<file path="src/rtl/fir_mc_pkg.sv">
package fir_mc_pkg;
  // integer division rounded up, used to size the multiplier bank
  function automatic int ceil_div(input int num, input int den);
    return (num + den - 1) / den;
  endfunction
endpackage

</file>
<file path="src/rtl/fir_sched.sv">
// Picks the tap/coefficient group selected by sel and presents it to the
// multiplier bank. Slot j of group g carries tap index g*M+j; slots past the
// last tap are tied to zero.
module fir_sched #(
  parameter int DW   = 8,
  parameter int TAPS = 10,
  parameter int CYC  = 4,
  parameter int M    = 3,
  parameter int SELW = 2
) (
  input  logic [SELW-1:0]        sel,
  input  logic signed [DW-1:0]   taps  [TAPS],
  input  logic signed [DW-1:0]   coefs [TAPS],
  output logic signed [DW-1:0]   xs    [M],
  output logic signed [DW-1:0]   cs    [M]
);
  for (genvar j = 0; j < M; j++) begin : g_slot
    logic signed [DW-1:0] cand_x [CYC];
    logic signed [DW-1:0] cand_c [CYC];
    for (genvar g = 0; g < CYC; g++) begin : g_grp
      localparam int IDX = g * M + j;
      if (IDX < TAPS) begin : g_live
        assign cand_x[g] = taps[IDX];
        assign cand_c[g] = coefs[IDX];
      end else begin : g_pad
        assign cand_x[g] = '0;
        assign cand_c[g] = '0;
      end
    end
    assign xs[j] = cand_x[sel];
    assign cs[j] = cand_c[sel];
  end
endmodule

</file>
<file path="src/rtl/fir_mulbank.sv">
// M signed multipliers working in parallel
module fir_mulbank #(
  parameter int DW = 8,
  parameter int M  = 3,
  localparam int PW = 2 * DW
) (
  input  logic signed [DW-1:0] xs    [M],
  input  logic signed [DW-1:0] cs    [M],
  output logic signed [PW-1:0] prods [M]
);
  for (genvar j = 0; j < M; j++) begin : g_mul
    assign prods[j] = xs[j] * cs[j];
  end
endmodule

</file>
<file path="src/rtl/fir_addtree.sv">
// Binary adder tree, padded with zero leaves up to a power of two.
// Node i sums nodes 2i+1 and 2i+2; the leaves sit at P-1 .. 2P-2.
module fir_addtree #(
  parameter int N  = 3,
  parameter int IW = 16,
  parameter int OW = 20,
  localparam int P = 1 << $clog2(N)
) (
  input  logic signed [IW-1:0] ins [N],
  output logic signed [OW-1:0] sum
);
  logic signed [OW-1:0] node [2*P-1];

  for (genvar i = 0; i < P; i++) begin : g_leaf
    if (i < N) begin : g_used
      assign node[P-1+i] = OW'(ins[i]);
    end else begin : g_zero
      assign node[P-1+i] = '0;
    end
  end

  for (genvar i = 0; i < P - 1; i++) begin : g_add
    assign node[i] = node[2*i+1] + node[2*i+2];
  end

  assign sum = node[0];
endmodule

</file>
<file path="src/rtl/fir_mc.sv">
module fir_mc
  import fir_mc_pkg::*;
#(
  parameter int DW   = 8,
  parameter int TAPS = 10,
  parameter int CYC  = 4,
  localparam int OW  = 2 * DW + $clog2(TAPS)
) (
  input  logic                 clk,
  input  logic                 rst_n,
  input  logic signed [DW-1:0] din,
  input  logic                 irdy,
  input  logic signed [DW-1:0] coef_in,
  input  logic                 coef_ld,
  output logic signed [OW-1:0] dout,
  output logic                 ordy
);
  localparam int M    = ceil_div(TAPS, CYC);
  localparam int SELW = $clog2(CYC);
  localparam int PTRW = $clog2(TAPS);
  localparam int PW   = 2 * DW;

  // reset: asynchronous assert, synchronous release
  logic [1:0] rsync;
  logic       rst_s;
  always_ff @(posedge clk or negedge rst_n) begin
    if (!rst_n) rsync <= 2'b00;
    else        rsync <= {rsync[0], 1'b1};
  end
  assign rst_s = rsync[1];

  // state
  logic signed [DW-1:0] taps_q  [TAPS];
  logic signed [DW-1:0] taps_n  [TAPS];
  logic signed [DW-1:0] coefs_q [TAPS];
  logic signed [DW-1:0] coefs_n [TAPS];
  logic [PTRW-1:0]      cptr_q, cptr_n;
  logic [SELW-1:0]      cnt_q, cnt_n;
  logic                 busy_q, busy_n;
  logic signed [OW-1:0] acc_q, acc_n;
  logic signed [OW-1:0] dout_q, dout_n;
  logic                 ordy_q, ordy_n;

  // datapath
  logic signed [DW-1:0] xs    [M];
  logic signed [DW-1:0] cs    [M];
  logic signed [PW-1:0] prods [M];
  logic signed [OW-1:0] grp_sum;

  fir_sched #(.DW(DW), .TAPS(TAPS), .CYC(CYC), .M(M), .SELW(SELW)) u_sched (
    .sel(cnt_q), .taps(taps_q), .coefs(coefs_q), .xs(xs), .cs(cs)
  );

  fir_mulbank #(.DW(DW), .M(M)) u_mul (
    .xs(xs), .cs(cs), .prods(prods)
  );

  fir_addtree #(.N(M), .IW(PW), .OW(OW)) u_tree (
    .ins(prods), .sum(grp_sum)
  );

  // tap delay line: shift only on a sample strobe
  always_comb begin
    taps_n = taps_q;
    if (irdy) begin
      taps_n[0] = din;
      for (int i = 1; i < TAPS; i++) taps_n[i] = taps_q[i-1];
    end
  end

  // sequential coefficient write with wrapping pointer
  always_comb begin
    coefs_n = coefs_q;
    cptr_n  = '0;
    if (coef_ld) begin
      coefs_n[cptr_q] = coef_in;
      cptr_n = (cptr_q == PTRW'(TAPS - 1)) ? '0 : cptr_q + 1'b1;
    end
  end

  // group sequencing and accumulation
  always_comb begin
    cnt_n  = cnt_q;
    busy_n = busy_q;
    acc_n  = acc_q;
    dout_n = dout_q;
    ordy_n = 1'b0;
    if (busy_q) begin
      acc_n = (cnt_q == '0) ? grp_sum : acc_q + grp_sum;
      cnt_n = cnt_q + 1'b1;
      if (cnt_q == SELW'(CYC - 1)) begin
        dout_n = acc_q + grp_sum;
        ordy_n = 1'b1;
        busy_n = 1'b0;
        cnt_n  = '0;
      end
    end
    if (irdy) begin
      cnt_n  = '0;
      busy_n = 1'b1;
      acc_n  = '0;
    end
  end

  always_ff @(posedge clk or negedge rst_s) begin
    if (!rst_s) begin
      for (int i = 0; i < TAPS; i++) begin
        taps_q[i]  <= '0;
        coefs_q[i] <= '0;
      end
      cptr_q <= '0;
      cnt_q  <= '0;
      busy_q <= 1'b0;
      acc_q  <= '0;
      dout_q <= '0;
      ordy_q <= 1'b0;
    end else begin
      taps_q  <= taps_n;
      coefs_q <= coefs_n;
      cptr_q  <= cptr_n;
      cnt_q   <= cnt_n;
      busy_q  <= busy_n;
      acc_q   <= acc_n;
      dout_q  <= dout_n;
      ordy_q  <= ordy_n;
    end
  end

  assign dout = dout_q;
  assign ordy = ordy_q;

  AST_TAP_ENTRY: assert property (@(posedge clk) disable iff (!rst_s)
    irdy |=> taps_q[0] == $past(din));
  AST_COEF_WRITE: assert property (@(posedge clk) disable iff (!rst_s)
    coef_ld |=> coefs_q[$past(cptr_q)] == $past(coef_in));
  AST_RESULT_HELD: assert property (@(posedge clk) disable iff (!rst_s)
    !ordy |-> $stable(dout));
  AST_ORDY_PULSE: assert property (@(posedge clk) disable iff (!rst_s)
    ordy |=> !ordy);
  AST_ORDY_FROM_WORK: assert property (@(posedge clk) disable iff (!rst_s)
    ordy |-> $past(busy_q));
endmodule

</file>
<file path="config.mk">
export PLATFORM = sky130hd
export DESIGN_NAME = fir_mc
export DESIGN_NICKNAME = d
export VERILOG_FILES = /design/src/rtl/fir_mc_pkg.sv /design/src/rtl/fir_sched.sv /design/src/rtl/fir_mulbank.sv /design/src/rtl/fir_addtree.sv /design/src/rtl/fir_mc.sv
export SDC_FILE = /design/constraint.sdc
export NUM_CORES = 1
export LEC_CHECK = 0
export ABC_AREA = 1
export BUFFER_PORTS_ARGS = -buffer_cell sky130_fd_sc_hd__buf_2
export CAP_MARGIN = 10
export CORE_MARGIN = 2
export CORE_UTILIZATION = 48
export CTS_BUF_LIST = sky130_fd_sc_hd__clkbuf_4 sky130_fd_sc_hd__clkbuf_8 sky130_fd_sc_hd__clkbuf_16
export DETAILED_ROUTE_END_ITERATION = 6
export GPL_ROUTABILITY_DRIVEN = 1
export GPL_TIMING_DRIVEN = 0
export MAX_ROUTING_LAYER = met4
export SYNTH_ARGS = -nofsm -noshare
export SYNTH_HDL_FRONTEND = slang
export SYNTH_SLANG_ARGS = --single-unit
</file>
<file path="constraint.sdc">
create_clock -name clk -period 7.4 [get_ports clk]
set_input_delay 1.48 -clock clk [delete_from_list [all_inputs] [get_ports clk]]
set_output_delay 1.48 -clock clk [all_outputs]
set_load 0.02 [all_outputs]
</file>
==> results by group, run 1 <==
Placement
  – Routability cong.: 0.953
  – DP HPWL: 41500 um
  – PortBufs: 39

Layout
  – Most frequent cells in the layout: 543 x nand2_1, 441 x inv_1, 216 x fa_1
  – Util after Layout: 61.6%
  – # nets final: 2871
  – Layout cell share with drive strength beyond 1: 24.0%
  – Commonest non-fill, non-tap cell in the layout: nand2_1
  – Synthesis-to-finish area growth: 26.0%

Timing
  – Tmin final: 8.26 ns
  – # setup viols final: 25
  – Fin Clk Skew: 0.0264 ns
  – Hold Vio Cnt, Final: 0
  – Worst-margin pin slew: 0.902 ns
  – Final worst-path cycle share: 112%
  – F_max: 121 MHz
  – Worst relative slew slack: 39.6%
  – RSZ-0062 raised after global routing: true
  – Final WS setup: -0.855 ns
  – Number of max-slew violations in the final report: 0

Clock tree
  – Clock sinks: 210
  – H-tree levels: 1
  – TritonCTS buffer count: 25
  – Clock network latency to the later pin of the worst-skew pair: 0.55 ns
  – CTS tree: done
  – Hold Buf Count CTS: 0
  – Clk buf depth: 3
  – Clk Tree Root Cell: clkbuf_16
  – Clock transition at path regs: 0.06 ns

Worst setup path
  – CP delay by family, top: adder cells
  – CP Data Required Time: 7.82 ns
  – Highest-delay cell along the critical path: fa_1
  – R2r setup slk: -0.86 ns
  – CP most frequent cell: fa_1
  – Worst path bufs/invs: 13
  – CP max stage delay: 0.54 ns
  – Top fanout value on the critical path: 6
  – CP startpoint kind: register
  – Register-to-Register Path Depth: 37
  – Worst setup path startpoint: cnt_q[0]
  – CP endpoint kind: register
  – Worst flop-to-flop path startpoint: cnt_q[0]
  – Arrival @ worst endpoint: 8.67 ns
  – CP Class: reg2reg
  – R2r endpoint: dout[18]

Global routing
  – Tot GR Track Use: 28.7%
  – Largest net degree at the start of global routing: 70
  – Vias in the first global route: 16585
  – First-pass GRT wire length: 89400 um
  – Total gr overflow: 0
  – Initial antenna violation count: 0

Routing
  – Via/cell ratio: 5.19
  – Initial DRC Count: 1059
  – Highest routed layer: met4
  – Final wirelength: 55100 um
  – Routed len/inst: 18.0 um
  – M1 wire length: 24100 um
  – DRC viols: 0
  – Total number of vias: 15881
  – Drt first pass iters: 6
  – Met2 routed wirelength: 26600 um
  – Routed Antenna Nets: 0
  – Met3 wire len: 2900 um

Floorplanning
  – Die width: 203 um
  – Initial Utilization: 48.9%
  – Core Area: 38800 um2
  – Height of the die: 203 um
  – Die area: 41100 um2
  – Cell Rows: 72
  – IO Pins: 41

Run status
  – Run status: finished with violations
  – Violated checks: setup timing

Synth
  – Largest area contributor in the netlist: dfrtp_1
  – Syn nets: 2651
  – Yosys reg bits: 210
  – Main area contributors after synthesis: dfrtp_1 28%, fa_1 25%, nand2_1 12%
  – Cell Area, Synth: 19000 um2
  – Synthesized area per cell: 8.25 um2
  – Yosys cell types: 55
  – Yosys warnings: 0
  – Post-Syn Instances: 2301
  – Post-synthesis sequential area ratio: 27.7%
  – Yosys top cell area share: 27.7%

Hold path
  – Hold Path Class: reg2async

Run
  – Number of max-cap violations: 0
==> worst max path at each step <==
stage	endpoint	slack, ns	cells past startpoint
2_1_floorplan	acc_q[19]	0.004	43
3_3_place_gp	cnt_q[0]	-2.19	0
3_5_place_dp	acc_q[18]	-1.72	35
4_1_cts	dout[18]	-0.68	37
5_1_grt	acc_q[18]	-1.08	40
6_report	dout[18]	-0.86	37
==> sequential cells by signal (all words and copies together), names as in the netlist <==
register / count
dout: 20
rsync: 2
coefs_q: 80
acc_q: 20
busy_q: 1
cnt_q: 2
ordy: 1
taps_q: 80
cptr_q: 4
==> through the flow <==
stage          instances  setup TNS (ns)  hold WS [ns]  area [um2]  setup slack [ns]
3_3_place_gp        2858         -323.30         0.340       19900             -2.19
5_1_grt             3056          -20.40         0.196       23900             -1.08
6_report            3057          -13.09         0.181       23900            -0.855
4_1_cts             3024           -8.68         0.189       23100            -0.681
2_1_floorplan       2301               0         0.331       19100           0.00420
3_5_place_dp        2861          -29.38         0.185       20000             -1.72
==> metal layers <==
layer	global-route usage, %	vias to the layer above
met3	3.37	80
li1	-	7407
met5	-	-
met4	7.56	0
met2	46.6	438
met1	38.6	7956
==> cells by family (layout without fill, tap and decap cells) <==
family,after synthesis,count (layout),synth area share [%]
compound gates,352,352,11.6
xor+xnor,19,19,0.917
fa+ha+maj,330,330,31.1
buf+inv,570,807,11.6
flops,210,210,27.7
other cells,1,2,0.0198
simple gates,819,819,17.1
==> Yosys cell counts (all sizes together) <==
master    n
a211oi    1
a21boi    2
a21o      3
a21oi    68
a22oi     2
a31oi     4
a32oi    17
and2      1
buf      25
clkbuf   36
clkinv    1
conb      1
dfrtp   210
fa      235
ha       95
inv     508
nand2   610
nand3    48
nand3b    2
nand4     4
nor2    140
nor3      5
nor4      2
o211a     1
o211ai    1
o21a      2
o21ai   247
o21bai    1
o22ai     1
o31ai     1
o32ai     1
or2       7
xnor2     6
xor2     13
==> final cells by class <==
type	instances	area, um2
antenna	1	2.50
fill	3333	14900
clock buffer	33	717
tap	518	648
multi-input combinational	1521	13100
clock inverter	11	118
timing repair buffer	197	1690
inverter	509	1940
sequential	210	5260
buffer	57	404
==> repair_timing <==
item | CTS | global route
setup buffers | 119 | 35
cloned | 1 | 0
pin swaps | 113 | 79
gates resized for setup | 268 | 136
setup endpoints to repair | 28 | 28
Power of run 1 is not shown: default switching activity piles up to over one toggle a cycle in this logic, so the estimate is an artifact.
==> run 2, diff against run 1 <==
MAX_ROUTING_LAYER = default   (was met4)
==> results by group, run 2 (same netlist as run 1, synthesis figures left out) <==
Worst setup path
  – CP Data Required Time: 7.82 ns
  – R2r setup slk: -0.75 ns
  – Highest-delay cell along the critical path: dfrtp_4
  – CP endpoint kind: register
  – Arrival @ worst endpoint: 8.58 ns
  – Top fanout value on the critical path: 7
  – CP Class: reg2reg
  – CP max stage delay: 0.58 ns
  – CP startpoint kind: register
  – CP most frequent cell: fa_1

Layout
  – Biggest registers after layout: coefs_q x80, taps_q x80
  – Synthesis-to-finish area growth: 27.4%
  – Most frequent cells in the layout: 534 x nand2_1, 444 x inv_1, 219 x fa_1
  – Layout cell share with drive strength beyond 1: 24.8%
  – FILL cells: 3340
  – Commonest non-fill, non-tap cell in the layout: nand2_1
  – Util after Layout: 62.3%
  – Diodes inserted: 0
  – # nets final: 2876

Global routing
  – Initial antenna violation count: 0
  – Tot GR Track Use: 27.7%
  – First-pass GRT wire length: 88900 um
  – Total gr overflow: 0
  – Vias in the first global route: 16383
  – Largest net degree at the start of global routing: 69

Timing
  – Worst-margin pin slew: 0.855 ns
  – Worst relative slew slack: 42.8%
  – F_max: 123 MHz
  – Tmin final: 8.15 ns
  – # setup viols final: 25
  – Number of max-slew violations in the final report: 0
  – Final worst-path cycle share: 110%
  – Final WS setup: -0.754 ns
  – RSZ-0062 raised after global routing: true
  – Fin Clk Skew: 0.0136 ns
  – Hold Vio Cnt, Final: 0
  – WHS: 0.152 ns

Routing
  – Routed len/inst: 17.9 um
  – Total number of vias: 15975
  – Drt first pass iters: 7
  – Via/cell ratio: 5.22
  – DRC viols: 0
  – Routed Antenna Nets: 0
  – Initial DRC Count: 1072
  – Final wirelength: 54900 um

Clock tree
  – Clk Tree Root Cell: clkbuf_16
  – H-tree levels: 1
  – Clk buf depth: 3
  – CTS tree: done
  – Hold Buf Count CTS: 0
  – TritonCTS buffer count: 25
  – Clock sinks: 210
  – Clock network latency to the later pin of the worst-skew pair: 0.54 ns
  – Clock transition at path regs: 0.06 ns

Placement
  – Routability cong.: 0.951
  – PortBufs: 39
  – DP HPWL: 40800 um

Floorplanning
  – Die width: 203 um
  – Height of the die: 203 um
  – Initial Utilization: 48.9%
  – Core Area: 38800 um2
  – Die area: 41100 um2
  – IO Pins: 41
  – Cell Rows: 72

Run status
  – Violated checks: setup timing
  – Run status: finished with violations

Run
  – Number of max-cap violations: 0

Hold path
  – Hold Path Class: reg2async
[run 2: path summary, 6_finish.rpt]
kind | from | end | cells after the start
setup / recovery | cnt_q[0] | acc_q[18] | 39
hold / removal | rsync[1] | coefs_q[21] | 0
setup reg to reg | cnt_q[0] | acc_q[18] | 39
hold reg to reg | rsync[1] | coefs_q[21] | 0
max in group asynchronous | rsync[1] | acc_q[9] | 3
min in group clk | rsync[0] | rsync[1] | 0
[run 2: cell type report]
type                    count  area [um2]  share of cell area [%]
multi-input cells        1521       13200                    54.7
clock buffers              34         712                    2.94
plain buffers              60         469                    1.94
inverters                 509        1960                    8.09
flip-flops and latches    210        5260                    21.8
repair buffers            199        1780                    7.35
well taps                 518         648                    2.68
clock inverters            12         120                   0.497
[run 2: repair_timing]
| action | in CTS | in global routing |
|---|---|---|
| resized for setup | 305 | 143 |
| gates cloned | 1 | 0 |
| pin swaps | 139 | 84 |
| setup endpoints to repair | 28 | 29 |
| buffers inserted | 116 | 40 |
[run 2: worst max-delay path: cells and delay by family, from the launching register on]
kind	cells	cell delay (ns)
XOR/XNOR	1	0.18
adder cells (fa/ha/maj)	9	4.29
AND/OR/NAND/NOR	15	1.70
flip-flops	1	0.58
buffers and inverters	13	1.08
AO/OA/AOI/OAI	1	0.16
[run 2: layer usage]
metal / vias up / routed length (um) / GRT usage (%)
li1: 7432 / - / -
met1: 8007 / 23900 / 38.6
met5: - / 0 / 0
met3: 95 / 2950 / 3.24
met2: 441 / 26800 / 46.8
met4: 0 / 1190 / 6.02
[run 2: metrics by stage]
stage | setup slack (ns) | cell area [um2] | std cells | TNS (ns)
6_report | -0.754 | 24200 | 3063 | -12.46
2_1_floorplan | 0.00420 | 19100 | 2301 | 0
3_5_place_dp | -1.60 | 20000 | 2861 | -28.50
5_1_grt | -1.09 | 24200 | 3063 | -20.96
4_1_cts | -0.668 | 23300 | 3023 | -9.59
3_3_place_gp | -2.17 | 19900 | 2858 | -319.34
Power of run 2 is left out for the same reason.
==> run 3, diff against run 2 <==
ABC_AREA = 0   (was 1)
==> results by group, run 3 <==
Run status
  – Run status: finished with violations
  – Violated checks: setup timing

Synth
  – Yosys warnings: 0
  – Most common cell in the synthesized netlist: inv_1
  – FFs w/ async S/R, synth: 100%
  – Cell Area, Synth: 18200 um2
  – Largest area contributor in the netlist: dfrtp_1
  – Post-synth top flop: dfrtp_1
  – Most frequent cells after synthesis: 291 x inv_1, 235 x fa_1, 210 x dfrtp_1
  – Syn nets: 2031
  – Post-synth EDFFs: 0
  – Yosys reg bits: 210
  – Yosys top cell area share: 28.9%
  – Main area contributors after synthesis: dfrtp_1 29%, fa_1 26%, mux2_2 10%
  – Synthesized area per cell: 10.8 um2
  – Post-Syn Instances: 1681
  – Yosys cell types: 58
  – Post-synthesis sequential area ratio: 28.9%

Floorplanning
  – Core Area: 37500 um2
  – Cell Rows: 71
  – IO Pins: 41
  – Die area: 39500 um2
  – Die width: 199 um
  – Height of the die: 199 um
  – Initial Utilization: 48.5%

Routing
  – Routed Antenna Nets: 0
  – Total number of vias: 12407
  – Final wirelength: 47500 um
  – Initial DRC Count: 528
  – Routed len/inst: 20.2 um
  – Via/cell ratio: 5.27
  – DRC viols: 0
  – Drt first pass iters: 5

Layout
  – Most frequent cells in the layout: 278 x inv_1, 230 x fa_1, 208 x dfrtp_1
  – Diodes inserted: 0
  – Layout cell share with drive strength beyond 1: 29.7%
  – Synthesis-to-finish area growth: 20.4%
  – Commonest non-fill, non-tap cell in the layout: inv_1
  – FILL cells: 3189
  – # nets final: 2177
  – Biggest registers after layout: coefs_q x80, taps_q x80

Timing
  – # setup viols final: 26
  – Fin Clk Skew: 0.0215 ns
  – RSZ-0062 raised after global routing: true
  – Worst-margin pin slew: 0.902 ns
  – WHS: 0.355 ns
  – F_max: 113 MHz
  – Final worst-path cycle share: 119%
  – Hold Vio Cnt, Final: 0
  – Number of max-slew violations in the final report: 0
  – Tmin final: 8.84 ns
  – Final WS setup: -1.44 ns
  – Worst relative slew slack: 39.7%

Worst setup path
  – Top fanout value on the critical path: 7
  – CP max stage delay: 0.69 ns
  – CP most frequent cell: fa_1
  – R2r setup slk: -1.44 ns
  – CP Class: reg2reg
  – Worst flop-to-flop path startpoint: cnt_q[0]
  – CP startpoint kind: register
  – R2r endpoint: acc_q[19]
  – CP Data Required Time: 7.83 ns
  – CP endpoint kind: register
  – Highest-delay cell along the critical path: mux4_2
  – Register-to-Register Path Depth: 29
  – Arrival @ worst endpoint: 9.27 ns

Placement
  – DP HPWL: 36400 um
  – Routability cong.: 0.922
  – PortBufs: 30

Clock tree
  – Clk buf depth: 3
  – TritonCTS buffer count: 23
  – Clk Tree Root Cell: clkbuf_16
  – Clock transition at path regs: 0.06 ns
  – Hold Buf Count CTS: 0
  – Clock sinks: 210
  – H-tree levels: 1
  – CTS tree: done
  – Clock network latency to the later pin of the worst-skew pair: 0.53 ns

Global routing
  – Largest net degree at the start of global routing: 70
  – Tot GR Track Use: 25.6%
  – First-pass GRT wire length: 76600 um
  – Vias in the first global route: 13548
  – Total gr overflow: 0
  – Initial antenna violation count: 0

Hold path
  – Hold path start: rsync[0]
  – Hold Path Class: reg2reg
  – Worst hold path cell count: 0
  – Hold EP: rsync[1]

Run
  – Number of max-cap violations: 0
-- run 3: cell count changes in the layout (fill, tap and decap cells not counted), sizes merged, moves of 38 or more --
cell   delta
o21ai   -213
nand3    -38
mux2    +167
buf      -79
inv     -216
mux2i    +42
nand2   -509
-- run 3: worst max path at each step --
| stage | endpoint | from | slack, ns |
|---|---|---|---|
| final | acc_q[19] | cnt_q[0] | -1.44 |
| after global routing | acc_q[19] | cnt_q[0] | -1.66 |
| after global placement | acc_q[19] | cnt_q[0] | -2.15 |
| after CTS | acc_q[19] | cnt_q[0] | -1.42 |
| after floorplan | acc_q[19] | cnt_q[1] | -0.76 |
| after detailed placement | acc_q[19] | cnt_q[0] | -2.21 |
-- run 3: layout make-up --
| class | instances | area (um2) | area share, % |
|---|---|---|---|
| tap | 511 | 639 | 2.92 |
| clock buffer | 36 | 717 | 3.27 |
| clock inverter | 6 | 65.1 | 0.297 |
| buffer | 52 | 350 | 1.60 |
| multi-input combinational | 1126 | 12800 | 58.2 |
| inverter | 293 | 1100 | 5.03 |
| timing repair buffer | 121 | 1020 | 4.64 |
| sequential | 210 | 5260 | 24.0 |
-- run 3: cells by family after synthesis --
family	share of synthesized area, %
flip-flops	28.9
AND/OR/NAND/NOR	9.07
buffers and inverters	7.12
adder cells (fa/ha/maj)	32.4
XOR/XNOR	1.97
AO/OA/AOI/OAI	5.89
other	0.0206
multiplexers	14.6
-- run 3: metal layers --
metal	wire length (um)	part of all wire [%]	track usage, %
met5	0	0	0
met4	1550	3.3	6.66
met3	1490	3.1	2.44
met2	24200	51	45.9
met1	20200	43	33.3
-- run 3: critical path, delay by kind of cell, from the launching register on --
| family | cells | cell delay, ns |
|---|---|---|
| adder cells (fa/ha/maj) | 9 | 3.99 |
| flip-flops | 1 | 0.44 |
| AO/OA/AOI/OAI | 4 | 1.09 |
| XOR/XNOR | 1 | 0.18 |
| multiplexers | 1 | 0.69 |
| AND/OR/NAND/NOR | 8 | 1.89 |
| buffers and inverters | 6 | 0.47 |
-- run 3: what timing repair did --
| action | in CTS | in global routing |
|---|---|---|
| cloned | 1 | 0 |
| setup buffers | 64 | 21 |
| resized for setup | 138 | 71 |
| pin swaps | 37 | 21 |
| setup endpoints to repair | 26 | 27 |
-- run 3: metrics by stage --
stage | cells | area [um2] | setup WS [ns] | setup TNS (ns) | utilization [%]
after floorplan | 1681 | 18500 | -0.759 | -2.25 | -
after global placement | 2222 | 19300 | -2.15 | -286.39 | 51.4
after detailed placement | 2227 | 19400 | -2.21 | -34.22 | 51.7
after CTS | 2334 | 21500 | -1.42 | -18.14 | 57.3
after global routing | 2355 | 21900 | -1.66 | -27.14 | 58.4
final | 2355 | 21900 | -1.44 | -20.87 | 58.4
Power of run 3 is left out for the same reason.
